### config.mk
export PLATFORM = sky130hd
export DESIGN_NAME = bus_cmd_decoder
export DESIGN_NICKNAME = d
export VERILOG_FILES = /design/src/rtl/bsd_pkg.sv /design/src/rtl/bsd_classify.sv /design/src/rtl/bsd_seq.sv /design/src/rtl/bsd_strobes.sv /design/src/rtl/bus_cmd_decoder.sv
export SDC_FILE = /design/constraint.sdc
export NUM_CORES = 1
export LEC_CHECK = 0
export ABC_AREA = 1
export BUFFER_PORTS_ARGS = -buffer_cell sky130_fd_sc_hd__clkbuf_2
export CORE_MARGIN = 10
export CORE_UTILIZATION = 35
export DETAILED_ROUTE_END_ITERATION = 6
export PLACE_DENSITY = 0.68
export SYNTH_ARGS = -nofsm -noshare
export SYNTH_HDL_FRONTEND = slang
export SYNTH_HIERARCHICAL = 1
export SYNTH_SLANG_ARGS = --single-unit
### constraint.sdc
create_clock -name clk -period 2.2 [get_ports clk]
set_input_delay 0.22 -clock clk [delete_from_list [all_inputs] [get_ports clk]]
set_output_delay 0.22 -clock clk [all_outputs]
set_load 0.05 [all_outputs]
### src/rtl/bsd_pkg.sv
package bsd_pkg;
    localparam int CODE_W = 3;
    localparam int N_CMD  = 5;

    typedef logic [CODE_W-1:0] code_t;

    localparam code_t C_INTA    = 3'b000;
    localparam code_t C_IORD    = 3'b001;
    localparam code_t C_IOWR    = 3'b010;
    localparam code_t C_HALT    = 3'b011;
    localparam code_t C_FETCH   = 3'b100;
    localparam code_t C_MRD     = 3'b101;
    localparam code_t C_MWR     = 3'b110;
    localparam code_t C_PASSIVE = 3'b111;

    typedef enum logic [2:0] {
        PH_IDLE, PH_T1, PH_T2, PH_T3, PH_TW, PH_T4
    } phase_t;

    // Command kinds; value k-1 is the index into the command vector.
    typedef enum logic [2:0] {
        K_NONE, K_INTA, K_IORD, K_IOWR, K_MRD, K_MWR
    } kind_t;

    // Bit i set: command i is a write (starts in T3).
    localparam logic [N_CMD-1:0] WR_MASK = 5'b10100;
endpackage

### src/rtl/bsd_classify.sv
module bsd_classify
    import bsd_pkg::*;
(
    input  code_t code,
    output kind_t kind,
    output logic  is_passive
);
    always_comb begin
        is_passive = (code == C_PASSIVE);
        case (code)
            C_INTA:  kind = K_INTA;
            C_IORD:  kind = K_IORD;
            C_IOWR:  kind = K_IOWR;
            C_FETCH: kind = K_MRD;
            C_MRD:   kind = K_MRD;
            C_MWR:   kind = K_MWR;
            default: kind = K_NONE;
        endcase
    end
endmodule

### src/rtl/bsd_seq.sv
module bsd_seq
    import bsd_pkg::*;
(
    input  logic   clk,
    input  logic   rst_n,
    input  kind_t  kind_in,
    input  logic   is_passive,
    input  logic   ready,
    output phase_t phase,
    output kind_t  kind
);
    typedef struct packed {
        phase_t phase;
        kind_t  kind;
        logic   prev_passive;
    } seq_t;

    seq_t cur_q, nxt_d;

    always_comb begin
        nxt_d = cur_q;
        nxt_d.prev_passive = is_passive;
        case (cur_q.phase)
            PH_IDLE: begin
                if (cur_q.prev_passive && kind_in != K_NONE) begin
                    nxt_d.phase = PH_T1;
                    nxt_d.kind  = kind_in;
                end
            end
            PH_T1:   nxt_d.phase = PH_T2;
            PH_T2:   nxt_d.phase = PH_T3;
            PH_T3:   nxt_d.phase = ready ? PH_T4 : PH_TW;
            PH_TW:   nxt_d.phase = ready ? PH_T4 : PH_TW;
            PH_T4: begin
                nxt_d.phase = PH_IDLE;
                nxt_d.kind  = K_NONE;
            end
            default: begin
                nxt_d.phase = PH_IDLE;
                nxt_d.kind  = K_NONE;
            end
        endcase
    end

    always_ff @(posedge clk or negedge rst_n) begin
        if (!rst_n) begin
            cur_q.phase        <= PH_IDLE;
            cur_q.kind         <= K_NONE;
            cur_q.prev_passive <= 1'b1;
        end else begin
            cur_q <= nxt_d;
        end
    end

    assign phase = cur_q.phase;
    assign kind  = cur_q.kind;

    AST_WAIT_HOLD: assert property (@(posedge clk) disable iff (!rst_n)
        ((phase == PH_T3 || phase == PH_TW) && !ready) |=> (phase == PH_TW));
    AST_T4_ENDS: assert property (@(posedge clk) disable iff (!rst_n)
        (phase == PH_T4) |=> (phase == PH_IDLE));
    AST_HOLD_NO_START: assert property (@(posedge clk) disable iff (!rst_n)
        (phase == PH_IDLE && !cur_q.prev_passive) |=> (phase == PH_IDLE));
endmodule

### src/rtl/bsd_strobes.sv
module bsd_strobes
    import bsd_pkg::*;
(
    input  logic             clk,
    input  logic             rst_n,
    input  phase_t           phase,
    input  kind_t            kind,
    output logic [N_CMD-1:0] cmd_n,
    output logic             ale,
    output logic             den,
    output logic             dt_tx
);
    logic rd_window;
    logic wr_window;

    always_comb begin
        rd_window = (phase == PH_T2) || (phase == PH_T3) ||
                    (phase == PH_TW) || (phase == PH_T4);
        wr_window = (phase == PH_T3) || (phase == PH_TW) || (phase == PH_T4);
        ale       = (phase == PH_T1);
        den       = rd_window;
        dt_tx     = (phase != PH_IDLE) && (kind == K_IOWR || kind == K_MWR);
    end

    for (genvar i = 0; i < N_CMD; i++) begin : g_cmd
        localparam kind_t MY_KIND = kind_t'(i + 1);
        if (WR_MASK[i]) begin : g_wr
            assign cmd_n[i] = !((kind == MY_KIND) && wr_window);
        end else begin : g_rd
            assign cmd_n[i] = !((kind == MY_KIND) && rd_window);
        end
    end

    AST_ONE_CMD: assert property (@(posedge clk) disable iff (!rst_n)
        $onehot0(~cmd_n));
    AST_NO_CMD_IN_T1: assert property (@(posedge clk) disable iff (!rst_n)
        ale |-> (&cmd_n));
    AST_WR_HAS_DEN: assert property (@(posedge clk) disable iff (!rst_n)
        (!(&(cmd_n | ~WR_MASK))) |-> den);
endmodule

### src/rtl/bus_cmd_decoder.sv
module bus_cmd_decoder
    import bsd_pkg::*;
(
    input  logic       clk,
    input  logic       rst_n,
    input  logic [2:0] bus_status,
    input  logic       ready,
    output logic       mem_rd_n,
    output logic       mem_wr_n,
    output logic       io_rd_n,
    output logic       io_wr_n,
    output logic       inta_n,
    output logic       ale,
    output logic       den,
    output logic       dt_tx
);
    kind_t            kind_in;
    logic             is_passive;
    phase_t           phase;
    kind_t            kind;
    logic [N_CMD-1:0] cmd_n;

    bsd_classify u_classify (
        .code       (bus_status),
        .kind       (kind_in),
        .is_passive (is_passive)
    );

    bsd_seq u_seq (
        .clk        (clk),
        .rst_n      (rst_n),
        .kind_in    (kind_in),
        .is_passive (is_passive),
        .ready      (ready),
        .phase      (phase),
        .kind       (kind)
    );

    bsd_strobes u_strobes (
        .clk   (clk),
        .rst_n (rst_n),
        .phase (phase),
        .kind  (kind),
        .cmd_n (cmd_n),
        .ale   (ale),
        .den   (den),
        .dt_tx (dt_tx)
    );

    assign inta_n   = cmd_n[0];
    assign io_rd_n  = cmd_n[1];
    assign io_wr_n  = cmd_n[2];
    assign mem_rd_n = cmd_n[3];
    assign mem_wr_n = cmd_n[4];

    AST_ALE_PULSE: assert property (@(posedge clk) disable iff (!rst_n)
        ale |=> (!ale && den));
    AST_HALT_IDLE: assert property (@(posedge clk) disable iff (!rst_n)
        (!ale && !den && (bus_status == C_HALT || bus_status == C_PASSIVE)) |=> !ale);
endmodule

# Yosys cells after proc, flatten, opt, wreduce, memory -nomap -nowiden
# Cells that the tools add are included.
[totals]
ff_bits = 7
latchBits = 0
mem_bits_rw = 0
mem_bits_ro = 0
input_bits = 6
output_inout_bits = 8
elab_cells = 52
n_memories = 0
[op_classes]
addsub = 0
n_mul = 0
div = 0
n_lt_le_gt_ge = 0
n_eq_ne = 17
n_shift = 0
muxes = 5
bitwise_logic = 1
n_reduce_logical = 26
[op_table]
columns = ["operator", "count"]
rows = [
  ["== test 3 bit (second input constant)", 8],
  ["== test 3 x 2 -> 1 bit (second input constant)", 5],
  ["case mux 3 bit (5 select lines)", 1],
  ["case mux 3 bit (4 select lines)", 1],
  ["== test 3 x 1 -> 1 bit (second input constant)", 3],
  ["logical AND 1 bit", 7],
  ["zero test 3 bit", 2],
  ["logical OR 1 bit", 6],
  ["2-to-1 mux 6 bit", 1],
  ["case mux 3 bit (2 select lines)", 1],
  ["nonzero test 3 bit", 2],
  ["zero test 1 bit", 5],
  ["OR reduction 2 bit", 2],
  ["OR reduction 4 bit", 1],
  ["!= test 2 x 1 -> 1 bit (second input constant)", 1],
  ["AND reduction 2 bit", 1],
  ["2-to-1 mux 1 bit", 1],
  ["NOT 1 bit", 1],
]

# Logic depth before layout (Yosys ltp)
# Gate-level depths: netlist (run 1).
[depth]
ltp_word = 7
depth_mapped = 9
mapped_depth_nobuf = 9

# Hierarchy
# Netlist (run 1), hierarchy kept.
[by_module_without_submodules]
columns = ["module", "instances", "cells_per_inst", "area_each_um2"]
rows = [
  ["bsd_seq", 1, 46, 375.4],
  ["bsd_strobes", 1, 28, 117.6],
  ["bsd_classify", 1, 9, 37.5],
]

# Least setup slack after synthesis (run 1)
# Ideal clock, no wire load.
[synth_timing]
kind = "register -> output"
from = "register u_seq/phase[1] (netlist name)"
to = "output ale"
arrival_time_ns = 1.298
t_required_ns = 1.980
setup_slack_ns = 0.682
stages_incl_launch_ff = 5
path_buffers = 1
path_cell_list = "dfrtp_1 > buf_4 > inv_1 > nand2_1 > nor2_1"
[synth_between]
elab_chain_cells = 1
[synth_rtl]
columns = ["item", "line", "text"]
rows = [
  ["== test 3 x 1 -> 1 bit", "bsd_strobes.sv:20", "ale = (phase == PH_T1);"],
  ["end, declared", "bus_cmd_decoder.sv:13", "output logic ale,"],
]
# No other way between the ends.

# Final worst setup path (run 1)
[layout_timing]
from = "register u_seq/phase[2] (netlist name)"
to = "output mem_rd_n"
[layout_between]
elab_chain_cells = 6
elab_cells_between_ends = 9
[layout_rtl]
columns = ["item", "line", "text"]
rows = [
  ["== test 3 x 2 -> 1 bit", "bsd_strobes.sv:17", "rd_window = (phase == PH_T2) || (phase == PH_T3) ||"],
  ["logical OR 1 bit (2 in a row)", "bsd_strobes.sv:17", ""],
  ["logical OR 1 bit (*)", "bsd_strobes.sv:18", "(phase == PH_TW) || (phase == PH_T4);"],
  ["logical AND 1 bit (*)", "bsd_strobes.sv:30", "assign cmd_n[i] = !((kind == MY_KIND) && rd_window);"],
  ["zero test 1 bit (*)", "bsd_strobes.sv:30", ""],
  ["end, declared", "bus_cmd_decoder.sv:8", "output logic mem_rd_n,"],
]
# Mark *: on every way between the ends. The rest lies on a longest branch, timed or not.

==> results of run 1 <==
timing repair:
action                                  CTS  global route
resized for setup                         0             0
endpoints found under the setup margin    0             0
hold buffers                              1             0
hold endpoints to repair                  6             0
power groups by stage:
stage / clock [µW] / combinational [µW] / sequential, µW
4_1_cts: 121 / 420 / 239
2_1_floorplan: 0 / 423 / 204
3_3_place_gp: 0 / 413 / 238
5_1_grt: 125 / 463 / 249
6_report: 115 / 414 / 239
3_5_place_dp: 0 / 418 / 242
cell usage in the layout, fill, tap and decap left out:
master         synthesis  layout
inv_1                  7       7
nor2_2                 3       3
nor3_1                 4       4
nand2_2                5       5
a21oi_1                2       2
dlygate4sd3_1          0       1
dfstp_2                1       1
clkbuf_4               0       3
nor2_4                 1       1
a21oi_2                1       1
nand3_1                5       5
clkbuf_1               0       1
inv_2                  2       2
clkinv_1               1       1
nor2_1                10      10
clkbuf_2               0      13
dfrtp_1                6       6
nand2_1               29      29
layout make-up:
type	count	area share, %
clock buffers	4	4.339
flip-flops and latches	7	29.13
well taps	15	3.099
repair buffers	14	12.40
inverters	10	6.198
multi-input cells	60	44.83
final timing paths:
kind	endpoint	depth (start not counted)	from
setup / recovery	mem_rd_n	5	u_seq/phase[2]$_DFFE_PN0P_
hold / removal	u_seq/cur_q[0]$_DFF_PN1_	3	bus_status[1]
setup reg to reg	u_seq/kind[2]$_DFFE_PN0P_	5	u_seq/phase[1]$_DFFE_PN0P_
hold reg to reg	u_seq/kind[1]$_DFFE_PN0P_	2	u_seq/kind[1]$_DFFE_PN0P_
max in group asynchronous	u_seq/cur_q[0]$_DFF_PN1_	2	rst_n
min in group asynchronous	u_seq/phase[0]$_DFFE_PN0P_	2	rst_n
per-layer routing:
layer	track usage, %	share of wire, %	vias up
li1	-	-	271
met1	6.440	45	204
met2	8.408	40	14
met3	3.648	12	4
met4	6.885	2.5	0
met5	0	0	-
critical path: cells and delay by family, from the launching register on:
kind / cells / cell delay (ns)
buffers and inverters: 2 / 0.37
DFF: 1 / 0.49
and+or+nand+nor: 3 / 0.22
metrics by stage:
| step | hold slack (ns) | cells | power, µW |
|---|---|---|---|
| finish | 0.1968 | 110 | 767.6 |
| CTS | 0.1877 | 110 | 780.6 |
| detailed placement | 0.06766 | 105 | 659.2 |
| global route | 0.2054 | 110 | 837.2 |
| floorplan | -0.07559 | 83 | 627.3 |
| global placement | 0.06614 | 105 | 651.4 |
flip-flops by register name, indices dropped and copies added, names as in the netlist:
| register | count |
|---|---|
| u_seq/kind | 3 |
| u_seq/phase | 3 |
| u_seq/cur_q | 1 |
cell families (layout without fill, tap and decap cells):
logic type | after synthesis | count (layout) | share of synthesized area [%]
AOI/OAI and AO/OA | 3 | 3 | 3.538
buffers and inverters | 16 | 28 | 15.57
DFF | 7 | 7 | 33.25
and+or+nand+nor | 57 | 57 | 47.64
==> summary.txt, run 1 <==
Status
  – Status: finished, final reports clean

Clock tree
  – Clk sink count: 7
  – Clk slew on worst S/H paths: 0.05 ns
  – CTS max path bufs: 2
  – Total CTS buffers: 3
  – Root buf cell: clkbuf_4
  – Worst skew pair latency: 0.25 ns
  – TritonCTS clock tree: yes
  – Post-CTS Setup Bufs: 0
  – Htree depth: 1

Min path
  – Hold WC Path Type: in2reg

Placement
  – Post-DP Area: 569.3 µm²
  – Dpl hpwl: 834.1 µm
  – Port bufs: 13
  – Placer congestion estimate: 0.7117
  – Placement Setup Slack: 0.9109 ns

Layout
  – Fin area: 605.6 µm²
  – Area of the multi-input gates: 271.5 µm²
  – NumNets Final: 102
  – Reg area: 176.4 µm²
  – Fillers: 163
  – Layout cells sized above 1: 30.53%
  – N_diodes: 0
  – Final Core Density: 44.32%
  – Area Overhead vs Synth: 14.15%

Timing
  – RSZ-0062 raised after global routing: no
  – Final setup fails: 0
  – Worst Tran Pin Value: 0.2813 ns
  – Clock skew: 0.0004197 ns
  – Worst setup margin: 0.6543 ns
  – Period minus WS final: 1.546 ns
  – Setup TNS: 0 ns
  – Slew margin rel.: 81.33%
  – Max-slew violation count: 0
  – Hold Violations, Final: 0
  – Final worst path period share: 70.26%
  – Fmax: 0.6470 GHz

Critical path
  – Critical-path cell list: inv_1 -> nand2_1 -> nand2_2 -> nand2_1 -> clkbuf_2
  – Critical path launch point type: register
  – WS Path Type: reg2out
  – Crit. End Element: output pin
  – Crit path max fanout: 9
  – Arrival @ worst endpoint: 1.33 ns
  – CP most frequent cell: nand2_1
  – R2r setup slk: 1.16 ns
  – Data required time of the critical path: 1.98 ns
  – Max stage delay on crit path: 0.49 ns
  – Slowest cell on crit path: dfrtp_1

Drt
  – Routed WL: 1005 µm
  – Antenna-violating nets left: 0
  – Post-DR wirelength/cell: 9.136 µm
  – First-pass DRT Iterations: 3
  – Initial drt markers: 6
  – # DRC: 0
  – Via Count: 493
  – Via/cell ratio: 4.482

Synth
  – Ys async rst share: 100.0%
  – Top-count cell post-synth: nand2_1
  – Commonest cells post-synth: nand2_1 (29), nor2_1 (10), inv_1 (7)
  – Synth Register Bits: 7
  – Synthesized area: 530.5 µm²
  – Register area share after synthesis: 33.25%
  – Yosys top cell by area: dfrtp_1
  – Share of the synthesized area in the top cell type: 28.30%
  – Synth Instances: 83
  – Prevailing post-synth register cell: dfrtp_1
  – Top post-synthesis cells by area: dfrtp_1 (28%), nand2_1 (21%), buf_4 (8.5%)
  – Synth Area per Inst: 6.392 µm²
  – Syn Nets: 89
  – Synth unique cells: 15
  – Synth warn: 6
  – Number of synthesized flops with an enable pin: 0

Power
  – Logic pwr share: 53.9%
  – Switching Fraction: 53.55%
  – NetSw: 411.1 µW
  – P per Cell Area: 1268 nW/µm²
  – Sequential share of power: 31.2%
  – Worst VDD drop: 0.0005346 V
  – Int Power: 356.5 µW
  – Clock power frac: 14.9%
  – Leakage: 0.0003209 µW

Global routing
  – Largest net degree at the start of global routing: 10
  – Tot GR Track Use: 6.328%
  – Initial antenna violation count: 0
  – First-pass GRT wire length: 1676 µm
  – Vias in the first global route: 448
  – Grt ovf: 0

Floorplan
  – IO Count: 14
  – Starting Density: 38.83%
  – CORE AREA: 1366 µm²
  – # rows: 13
  – DIE AREA: 3473 µm²
  – Chip width: 58.93 µm
  – Die H: 58.93 µm

Run
  – Max Cap Violations: 0
No activity file was read; power rests on OpenSTA's default activity.
==> run 2: changes to the inputs <==
==> constraint.sdc (replaced) <==
create_clock -name clk -period 1.5 [get_ports clk]
set_input_delay 0.15 -clock clk [delete_from_list [all_inputs] [get_ports clk]]
set_output_delay 0.15 -clock clk [all_outputs]
set_load 0.05 [all_outputs]
==> run 2 against run 1 <==
Total power up 46%. Sequential cell count unchanged. Sequential share of layout area up 0.15 points. Sequential power up 46%. Clock skew up 0.0013 ns. Register-to-register slack worse by 0.70 ns. First-iteration DRC count up 17%. Design area up 0.21%. Critical endpoint is now dt_tx.
==> summary.txt, run 2 (synthesized netlist as in run 1, its figures left out) <==
Critical path
  – FF-to-FF End: u_seq/phase[0]$_DFFE_PN0P_
  – Cell depth of the worst setup path: 6 (+1)
  – Crit. End Element: output pin
  – CP most frequent cell: nand2_1
  – WS Path Type: reg2out
  – Critical-path cell list: inv_1 -> nand2_1 -> nand2_1 -> nand2_1 -> nor2_2 -> clkbuf_2
  – Critical path launch point type: register
  – Crit path max fanout: 4 (-5)
  – CP bufs+invs: 2 (unchanged)
  – Data required time of the critical path: 1.35 ns (-0.63 ns)
  – Top delay family on crit path: flip-flops
  – Slowest cell on crit path: dfrtp_1
  – Max stage delay on crit path: 0.40 ns (-0.09 ns)
  – Worst r2r path cells: 4 (-1)
  – R2r setup slk: 0.46 ns (-0.70 ns)
  – Reg-to-Reg Start: u_seq/phase[1]$_DFFE_PN0P_
  – Arrival @ worst endpoint: 1.27 ns (-0.06 ns)

Floorplan
  – Die H: 58.93 µm (unchanged)
  – IO Count: 14 (unchanged)
  – # rows: 13 (unchanged)
  – DIE AREA: 3473 µm² (unchanged)
  – Chip width: 58.93 µm (unchanged)
  – Starting Density: 38.83% (unchanged)
  – CORE AREA: 1366 µm² (unchanged)

Clock tree
  – TritonCTS clock tree: yes
  – Post-CTS Setup Bufs: 0 (unchanged)
  – Clk slew on worst S/H paths: 0.05 ns (about the same)
  – CTS max path bufs: 2 (unchanged)
  – Worst skew pair latency: 0.25 ns (about the same)
  – Total CTS buffers: 3 (unchanged)
  – Clk sink count: 7 (unchanged)
  – Htree depth: 1 (unchanged)
  – Root buf cell: clkbuf_4

Drt
  – First-pass DRT Iterations: 4 (+1)
  – Antenna-violating nets left: 0 (unchanged)
  – Post-DR wirelength/cell: 8.727 µm (-4.5%)
  – # DRC: 0 (unchanged)
  – Routed WL: 960 µm (-4.5%)
  – Via/cell ratio: 4.364 (-2.6%)
  – Via Count: 480 (-2.6%)
  – Initial drt markers: 7 (+1)

Power
  – Worst VDD drop: 0.0007889 V (+48%)
  – Leakage: 0.0003155 µW (-1.7%)
  – P per Cell Area: 1849 nW/µm² (+46%)
  – Power Total: 1122 µW (+46%)

Timing
  – Clock skew: 0.001732 ns (+0.001312 ns)
  – Hold Violations, Final: 0 (unchanged)
  – Period minus WS final: 1.423 ns
  – Max-slew violation count: 0 (unchanged)
  – Final setup fails: 0 (unchanged)
  – Slew margin rel.: 81.32% (about the same)
  – Worst Tran Pin Value: 0.2814 ns (+0.0001017 ns)
  – Fmax: 0.7025 GHz
  – Final worst path period share: 94.90%
  – Worst setup margin: 0.07655 ns (-0.5778 ns)
  – Setup TNS: 0 ns (unchanged)
  – RSZ-0062 raised after global routing: no

Placement
  – Dpl cells: 105 (unchanged)
  – Placer congestion estimate: 0.7113 (about the same)
  – Dpl hpwl: 809.7 µm (-2.9%)
  – Placement Setup Slack: 0.2899 ns (-0.6211 ns)
  – Port bufs: 13 (unchanged)

Layout
  – Commonest non-fill, non-tap cell in the layout: nand2_1
  – Largest regs: u_seq/kind (3), u_seq/phase (3), u_seq/cur_q (1)
  – Area Overhead vs Synth: 14.39%
  – Fillers: 157 (-3.7%)
  – Layout cells sized above 1: 31.58% (+1.1 points)
  – Fin cells: 110 (unchanged)
  – NumNets Final: 102 (unchanged)
  – Most frequent cells in the layout: nand2_1 (29), clkbuf_2 (10), nor2_1 (10), inv_1 (7)
  – N_diodes: 0 (unchanged)

Global routing
  – Grt ovf: 0 (unchanged)
  – First-pass GRT wire length: 1580 µm (-5.7%)
  – Initial antenna violation count: 0 (unchanged)
  – Tot GR Track Use: 5.763% (-0.56 points)
  – Largest net degree at the start of global routing: 10 (unchanged)
  – Vias in the first global route: 426 (-4.9%)

Min path
  – Hold worst-path end: u_seq/phase[0]$_DFFE_PN0P_
  – Hold WC Path Type: in2reg
  – Min-delay src: ready
  – Hold depth: 3 (unchanged)

Run
  – Max Cap Violations: 0 (unchanged)

Status
  – Status: finished, final reports clean
[run 2: layout make-up]
class / instances / area (µm²) / area share, %
multi-input combinational: 60 / 271.5 / 44.74
sequential: 7 / 177.7 / 29.28
timing repair buffer: 14 / 75.07 / 12.37
inverter: 10 / 37.54 / 6.186
clock buffer: 4 / 26.28 / 4.330
tap: 15 / 18.77 / 3.093
[run 2: power breakdown]
group | total (µW) | internal, µW | switching [µW] | leakage (µW)
clock network | 166 | 101 | 65.2 | 0.0000150
logic | 606 | 172 | 433 | 0.000213
registers | 350 | 252 | 97.9 | 0.0000875
total | 1120 | 526 | 596 | 0.000316
[run 2: routing by layer]
layer  vias to the layer above  wire (µm)  share of wire [%]  track usage, %
met2                        14        375                 39           7.508
met5                         -          0                  0               0
met1                       192        449                 47           6.303
li1                        272          -                  -               -
met4                         0         14                1.5           3.934
met3                         2        120                 13           4.292
[run 2: how the worst max path moves through the flow]
stage	start	to	slack [ns]
global route	u_seq/phase[1]$_DFFE_PN0P_	inta_n	0.002
finish	u_seq/kind[1]$_DFFE_PN0P_	dt_tx	0.08
global placement	u_seq/phase[2]$_DFFE_PN0P_	io_rd_n	0.33
CTS	u_seq/phase[2]$_DFFE_PN0P_	inta_n	0.009
floorplan	u_seq/phase[1]$_DFFE_PN0P_	ale	0.05
detailed placement	u_seq/phase[2]$_DFFE_PN0P_	inta_n	0.29
[run 2: through the flow]
stage	utilization [%]	area, µm²	hold WS, ns
after floorplan	-	530.5	-0.1456
after global placement	41.67	569.3	-0.004400
after detailed placement	41.67	569.3	-0.003641
after CTS	44.32	605.6	0.1179
after global routing	44.41	606.8	0.1364
final	44.41	606.8	0.1284
[run 2: timing repair]
| action | CTS | global route |
|---|---|---|
| hold buffers | 1 | 0 |
| gates resized for setup | 0 | 4 |
| hold endpoints to repair | 7 | 0 |
| setup endpoints to repair | 0 | 6 |
[run 2: worst reg2reg max path: cells and delay by family (launching register included)]
| kind | cells | cell delay, ns |
|---|---|---|
| compound gates | 2 | 0.19 |
| flops | 1 | 0.44 |
| simple gates | 2 | 0.28 |
